===== src/rtl/dram_seq_pkg.sv =====
package dram_seq_pkg;

    typedef enum logic [2:0] {
        ST_IDLE = 3'd0,
        ST_ROW  = 3'd1,
        ST_MUX  = 3'd2,
        ST_CAS  = 3'd3,
        ST_HOLD = 3'd4,
        ST_REF  = 3'd5
    } seq_state_t;

    typedef enum logic [1:0] {
        WIN_ALL      = 2'd0,
        WIN_NO_TOP8  = 2'd1,
        WIN_NO_MID8  = 2'd2,
        WIN_NO_TOP16 = 2'd3
    } win_mode_t;

endpackage


===== src/rtl/dram_rfsh_sync.sv =====
module dram_rfsh_sync #(
    parameter int STAGES = 2
) (
    input  logic clk,
    input  logic rst_n,
    input  logic rfsh_async,
    output logic rise_o
);
    // sh[0..STAGES-1] synchroniser chain, sh[STAGES] previous synced value
    logic [STAGES:0] sh_d, sh_q;

    assign sh_d[0] = rfsh_async;

    genvar g;
    generate
        for (g = 1; g <= STAGES; g++) begin : g_chain
            assign sh_d[g] = sh_q[g-1];
        end
    endgenerate

    always_ff @(posedge clk) begin
        if (!rst_n) sh_q <= '0;
        else        sh_q <= sh_d;
    end

    assign rise_o = sh_q[STAGES-1] & ~sh_q[STAGES];

endmodule


===== src/rtl/dram_win_dec.sv =====
module dram_win_dec
    import dram_seq_pkg::*;
#(
    parameter int ADDR_W = 16
) (
    input  logic [ADDR_W-1:0] addr,
    input  logic [1:0]        win_sel,
    output logic              hit
);
    localparam int TERM_BIT = ADDR_W - 3;

    logic in_top;
    logic term;

    assign in_top = &addr[ADDR_W-1 -: 2];

    always_comb begin
        unique case (win_mode_t'(win_sel))
            WIN_ALL:      term = 1'b0;
            WIN_NO_TOP8:  term = addr[TERM_BIT];
            WIN_NO_MID8:  term = ~addr[TERM_BIT];
            default:      term = 1'b1;
        endcase
    end

    assign hit = ~(in_top & term);

endmodule


===== src/rtl/dram_timing_fsm.sv =====
module dram_timing_fsm
    import dram_seq_pkg::*;
#(
    parameter int MA_W     = 7,
    parameter int BANK_W   = 2,
    parameter int ROW_HOLD = 2,
    parameter int CAS_W    = 3,
    parameter int RFSH_W   = 3
) (
    input  logic                     clk,
    input  logic                     rst_n,
    input  logic [BANK_W+2*MA_W-1:0] bus_addr,
    input  logic                     rd_req,
    input  logic                     fetch_req,
    input  logic                     wr_req,
    input  logic                     rfsh_rise,
    input  logic                     hit,
    output logic [MA_W-1:0]          dram_addr,
    output logic [(1<<BANK_W)-1:0]   ras_n,
    output logic                     cas_n,
    output logic                     we_n,
    output logic                     dout_en
);
    localparam int ADDR_W = BANK_W + 2*MA_W;
    localparam int NBANK  = 1 << BANK_W;
    localparam int MAX_A  = (ROW_HOLD > CAS_W) ? ROW_HOLD : CAS_W;
    localparam int MAXC   = (MAX_A > RFSH_W) ? MAX_A : RFSH_W;
    localparam int CNT_W  = $clog2(MAXC + 1);

    typedef struct packed {
        seq_state_t        st;
        logic [CNT_W-1:0]  cnt;
        logic [BANK_W-1:0] bank;
        logic [MA_W-1:0]   row;
        logic [MA_W-1:0]   col;
        logic              is_wr;
        logic              pend;
        logic [MA_W-1:0]   rfrow;
    } seq_regs_t;

    seq_regs_t cur_q, nxt_d;
    logic      any_req;

    assign any_req = rd_req | fetch_req | wr_req;

    always_comb begin
        nxt_d = cur_q;
        if (rfsh_rise) begin
            nxt_d.pend  = 1'b1;
            nxt_d.rfrow = bus_addr[MA_W-1:0];
        end
        unique case (cur_q.st)
            ST_IDLE: begin
                if (cur_q.pend) begin
                    nxt_d.st   = ST_REF;
                    nxt_d.cnt  = '0;
                    nxt_d.row  = cur_q.rfrow;
                    nxt_d.pend = rfsh_rise;
                end else if (any_req && hit) begin
                    nxt_d.st    = ST_ROW;
                    nxt_d.cnt   = '0;
                    nxt_d.bank  = bus_addr[ADDR_W-1 -: BANK_W];
                    nxt_d.row   = bus_addr[MA_W-1:0];
                    nxt_d.col   = bus_addr[2*MA_W-1:MA_W];
                    nxt_d.is_wr = wr_req & ~rd_req & ~fetch_req;
                end
            end
            ST_ROW: begin
                if (cur_q.cnt == CNT_W'(ROW_HOLD - 1)) begin
                    nxt_d.st  = ST_MUX;
                    nxt_d.cnt = '0;
                end else begin
                    nxt_d.cnt = cur_q.cnt + 1'b1;
                end
            end
            ST_MUX: begin
                nxt_d.st  = ST_CAS;
                nxt_d.cnt = '0;
            end
            ST_CAS: begin
                if (cur_q.cnt == CNT_W'(CAS_W - 1)) begin
                    nxt_d.st  = ST_HOLD;
                    nxt_d.cnt = '0;
                end else begin
                    nxt_d.cnt = cur_q.cnt + 1'b1;
                end
            end
            ST_HOLD: begin
                if (!any_req) nxt_d.st = ST_IDLE;
            end
            ST_REF: begin
                if (cur_q.cnt == CNT_W'(RFSH_W - 1)) begin
                    nxt_d.st  = ST_IDLE;
                    nxt_d.cnt = '0;
                end else begin
                    nxt_d.cnt = cur_q.cnt + 1'b1;
                end
            end
            default: nxt_d.st = ST_IDLE;
        endcase
    end

    always_ff @(posedge clk) begin
        if (!rst_n) begin
            cur_q    <= '0;
            cur_q.st <= ST_IDLE;
        end else begin
            cur_q <= nxt_d;
        end
    end

    // Moore outputs decoded from registered state
    logic in_access;
    logic col_phase;

    assign in_access = (cur_q.st == ST_ROW) || (cur_q.st == ST_MUX) || (cur_q.st == ST_CAS);
    assign col_phase = (cur_q.st == ST_MUX) || (cur_q.st == ST_CAS);

    always_comb begin
        ras_n = '1;
        if (cur_q.st == ST_REF) begin
            ras_n = '0;
        end else if (in_access) begin
            for (int b = 0; b < NBANK; b++) begin
                if (cur_q.bank == BANK_W'(b)) ras_n[b] = 1'b0;
            end
        end
    end

    assign cas_n     = ~(cur_q.st == ST_CAS);
    assign dram_addr = col_phase ? cur_q.col : cur_q.row;
    assign we_n      = ~(cur_q.is_wr & in_access);
    assign dout_en   = ~cur_q.is_wr & ((cur_q.st == ST_CAS) || (cur_q.st == ST_HOLD));

    // CAS only ever falls under an open row
    p_cas_under_ras_r3: assert property (@(posedge clk) disable iff (!rst_n)
        !cas_n |-> (ras_n != '1));

    // RAS precedes CAS by at least one cycle
    p_ras_before_cas_r3: assert property (@(posedge clk) disable iff (!rst_n)
        $fell(cas_n) |-> ($past(ras_n) != '1));

    // all-bank strobe is refresh, never with CAS
    p_ref_no_cas_r6: assert property (@(posedge clk) disable iff (!rst_n)
        (ras_n == '0) |-> cas_n);

    // outside refresh at most one bank strobed
    p_bank_onehot_r4: assert property (@(posedge clk) disable iff (!rst_n)
        (ras_n != '0) |-> $onehot0(~ras_n));

    // RAS and CAS released on the same edge
    p_release_together_r5: assert property (@(posedge clk) disable iff (!rst_n)
        $rose(cas_n) |-> (ras_n == '1));

    // column address stable while CAS is held
    p_col_stable_r2: assert property (@(posedge clk) disable iff (!rst_n)
        (!cas_n && !$rose(cas_n)) |-> $stable(dram_addr));

    // read drive and write enable never overlap
    p_rd_wr_excl_r9: assert property (@(posedge clk) disable iff (!rst_n)
        dout_en |-> we_n);

endmodule


===== src/rtl/dram_seq.sv =====
module dram_seq #(
    parameter int MA_W        = 7,
    parameter int BANKS       = 4,
    parameter int ROW_HOLD    = 2,
    parameter int CAS_W       = 3,
    parameter int RFSH_W      = 3,
    parameter int SYNC_STAGES = 2
) (
    input  logic                            clk,
    input  logic                            rst_n,
    input  logic [$clog2(BANKS)+2*MA_W-1:0] bus_addr,
    input  logic                            rd_req,
    input  logic                            fetch_req,
    input  logic                            wr_req,
    input  logic                            rfsh_req,
    input  logic [1:0]                      win_sel,
    output logic [MA_W-1:0]                 dram_addr,
    output logic [BANKS-1:0]                ras_n,
    output logic                            cas_n,
    output logic                            we_n,
    output logic                            dout_en
);
    localparam int BANK_W = $clog2(BANKS);
    localparam int ADDR_W = BANK_W + 2*MA_W;

    logic rfsh_rise;
    logic win_hit;

    dram_rfsh_sync #(
        .STAGES (SYNC_STAGES)
    ) u_sync (
        .clk        (clk),
        .rst_n      (rst_n),
        .rfsh_async (rfsh_req),
        .rise_o     (rfsh_rise)
    );

    dram_win_dec #(
        .ADDR_W (ADDR_W)
    ) u_win (
        .addr    (bus_addr),
        .win_sel (win_sel),
        .hit     (win_hit)
    );

    dram_timing_fsm #(
        .MA_W     (MA_W),
        .BANK_W   (BANK_W),
        .ROW_HOLD (ROW_HOLD),
        .CAS_W    (CAS_W),
        .RFSH_W   (RFSH_W)
    ) u_fsm (
        .clk       (clk),
        .rst_n     (rst_n),
        .bus_addr  (bus_addr),
        .rd_req    (rd_req),
        .fetch_req (fetch_req),
        .wr_req    (wr_req),
        .rfsh_rise (rfsh_rise),
        .hit       (win_hit),
        .dram_addr (dram_addr),
        .ras_n     (ras_n),
        .cas_n     (cas_n),
        .we_n      (we_n),
        .dout_en   (dout_en)
    );

endmodule


===== config.mk =====
export PLATFORM = sky130hd
export DESIGN_NAME = dram_seq
export DESIGN_NICKNAME = d
export VERILOG_FILES = /design/src/rtl/dram_seq_pkg.sv /design/src/rtl/dram_rfsh_sync.sv /design/src/rtl/dram_win_dec.sv /design/src/rtl/dram_timing_fsm.sv /design/src/rtl/dram_seq.sv
export SDC_FILE = /design/constraint.sdc
export NUM_CORES = 1
export LEC_CHECK = 0
export ABC_AREA = 1
export CAP_MARGIN = 20
export CORE_ASPECT_RATIO = 2
export CORE_UTILIZATION = 35
export CTS_CLUSTER_DIAMETER = 120
export CTS_CLUSTER_SIZE = 25
export DETAILED_ROUTE_END_ITERATION = 10
export GPL_ROUTABILITY_DRIVEN = 0
export PLACE_DENSITY = 0.65
export SYNTH_ARGS = -nofsm -noshare
export SYNTH_HDL_FRONTEND = slang
export SYNTH_HIERARCHICAL = 1
export SYNTH_SLANG_ARGS = --single-unit

===== constraint.sdc =====
create_clock -name clk -period 1.3 [get_ports clk]
set_input_delay 0.13 -clock clk [delete_from_list [all_inputs] [get_ports clk]]
set_output_delay 0.13 -clock clk [all_outputs]
set_load 0.02 [all_outputs]

==> impl_metrics.yaml, run 1 <==
logic_synthesis:
  ys_ff_latch: 33
  synth_edf_count: 0
  ys_top_cells_by_count: "nand2_1, dfxtp_1, o21ai_0"
  yosysUniqueCellTypes: 25
  synth_xor_area_frac: 0
  synth_fp_nets: 244
  synth_adder_area_share: 0
  yosysTopAreaCell: "dfxtp_1"
  synth_top_family_by_area: "simple AND/OR/NAND/NOR gates"
  yosys-top-cells-area: "dfxtp_1, o21ai_0, a21oi_1"
  synth.most_common_cell: "nand2_1"
  yosysWarnings: 6
  synth.area.mux_share: 0
  syn_inst: 220
  synth-simple-area-share: 0.248
  synth_top_area_share: 0.426
  ys.flop_type: "dfxtp_1"
  synth_area_um2: 1550
  post_synth.cell_area_avg_um2: 7.05
  synth_seq_area_share: 0.426
  synth_compound_area_frac: 0.231
  async_reset_ff_frac: 0
critical_path:
  required_ps: 1170
  cp_max_fo: 5
  critPathLaunchType: "flip-flop"
  endpoint_kind: "primary output"
  cp.arrival_ps: 1280
  critPathKind: "reg2out"
final_layout:
  fillers: 368
  area_growth_pct: 62.3
  diodes: 0
  layout-drive-gt1-share: 0.355
  layout.cells.non_filler: 345
  nets: 316
  fin_area_um2: 2520
floorplan:
  ioPinCount: 38
  row_count: 33
  chipWidth_um: 49.1
  core_um2: 4170
  die_h_um: 96.2
  dieArea_um2: 4720
  start_util: 0.372
grt:
  grt_max_degree: 19
  grt_usage: 0.212
  grt.overflow.total: 0
  first_global_vias: 1694
  grt_first_pass_wirelength_um: 7560
  grt_antenna_before_repair: 0
pwr:
  p_leak_nw: 1.11
  ir_worst_vdd_uv: 1290
  cellPowerDensity_nw_per_um2: 2220
sta:
  min_period_ps: 1410
  fin_setup_tns_ps: -1090
  min_period_over_period: 1.09
  rsz0062_at_grt: "true"
  timing.final.ws_setup_ps: -112
  finalClockSkew_ps: 6.69
  max_freq_mhz: 708
  maxSlewViolCount: 0
  worst_slew_pin_slew_ps: 338
  max_slew_margin: 0.774
  setup_viol: 26
  hold_violations: 0
cts:
  clockBufferDepth: 2
  clkSlewWorstSetupHoldPaths_ps: 70
  cts_tree: "yes"
  cts_root_buffer: "clkbuf_8"
  cts_sinks: 33
  cts_buffers: 5
  clock_latency_ps: 290
  cts_hold_buf: 0
  cts_max_level: 2
routing:
  avgRoutedWirePerCell_um: 12.9
  firstDrtPassIters: 4
  routed_via_density: 4.92
  drt-total-wl_um: 4460
  final_antenna_net_count: 0
  dr_total_vias: 1697
  drc: 0
  dr.first_iter.drc_count: 52
worst_hold_path:
  hp-class: "in2reg"
status:
  violations: "negative setup slack"
  status: "finished with violations"
placement:
  portBuffers: 37
  placed_area_um2: 2140
  dpl.hpwl_um: 3130
  placedCellCount: 329
job:
  cap_violations: 0
## per-layer routing
metal  GRT usage  wire length [um]  up-vias
met5           0                 0        -
met4       0.110               138        0
met3      0.0300               149       11
met2       0.413              2510       45
met1       0.210              1670      774
li1            -                 -      867
## cell type report
type	instances	area (um^2)	share of cell area
Clock inverter	3	17.5	0.00696
Clock buffer	5	68.8	0.0273
Tap cell	52	65.1	0.0258
Multi-Input combinational cell	152	948	0.377
Sequential cell	33	668	0.265
Timing Repair Buffer	69	616	0.245
Inverter	31	134	0.0532
## cells by family after synthesis
logic type             after synthesis
AND/OR/NAND/NOR                     82
AO/OA/AOI/OAI                       69
flip-flops                          33
buffers and inverters               36
## stage by stage
stage	power (mW)	hold WS (ps)	utilization	worst slack [ps]
after floorplan	2.92	223	-	-31.2
after detailed placement	4.01	408	0.514	-385
after CTS	5.32	320	0.579	-89.3
final	5.60	323	0.604	-112
after global routing	6.02	361	0.604	-169
after global placement	3.98	411	0.514	-379
## worst max-delay path, cell delays in order (launching register included)
cell     delay (ps)
dfxtp_4         360
buf_6           110
nor2_4          120
nor2_4           60
a31oi_1         160
buf_4           170
## flip-flops by register name, indices dropped and copies added, names as in the netlist
register / flops
u_sync/sh_q: 3
u_fsm/cur_q: 30
## where the power goes
part,internal (mW),switching [mW]
clock network,0.369,0.384
logic,1.44,1.84
registers,1.34,0.219
total,3.15,2.45
## layout by cell type, fill, tap and decap left out, types with 2 or more instances in the layout
master	instances
nor2_4	3
a21oi_1	20
nand2_2	3
buf_6	11
a21oi_2	10
dfxtp_2	3
o21ai_2	8
buf_4	35
nand3_2	5
clkinv_2	2
nand2_1	34
nor2_1	22
nand3_1	2
a31oi_1	4
dfxtp_1	29
nand2_8	5
clkdlybuf4s50_1	22
nor2_2	2
inv_1	27
nand3_4	2
o21ai_0	9
inv_4	2
clkbuf_8	5
o21ai_1	17
## worst paths after layout
check	from	end	slack, ps	cells after the start
worst max-delay path	u_fsm/cur_q[28]	ras_n[2]	-110	5
worst min-delay path	bus_addr[13]	u_fsm/cur_q[15]	320	3
worst max register to register	u_fsm/cur_q[29]	u_fsm/cur_q[28]	-70	7
worst min register to register	u_sync/sh_q[0]	u_sync/sh_q[1]	420	2
## timing repair
item | CTS | global route
endpoints found under the setup margin | 35 | 36
pin swaps | 8 | 4
cloned | 1 | 0
resized for setup | 141 | 28
buffers inserted | 6 | 1
Note: power is estimated with default switching activity, not from simulation.
==> run 2: changes to the inputs <==
CAP_MARGIN = unset   (was 20)
==> results of run 2 <==
The final DEF is identical to that of run 1; final timing and power are the same.
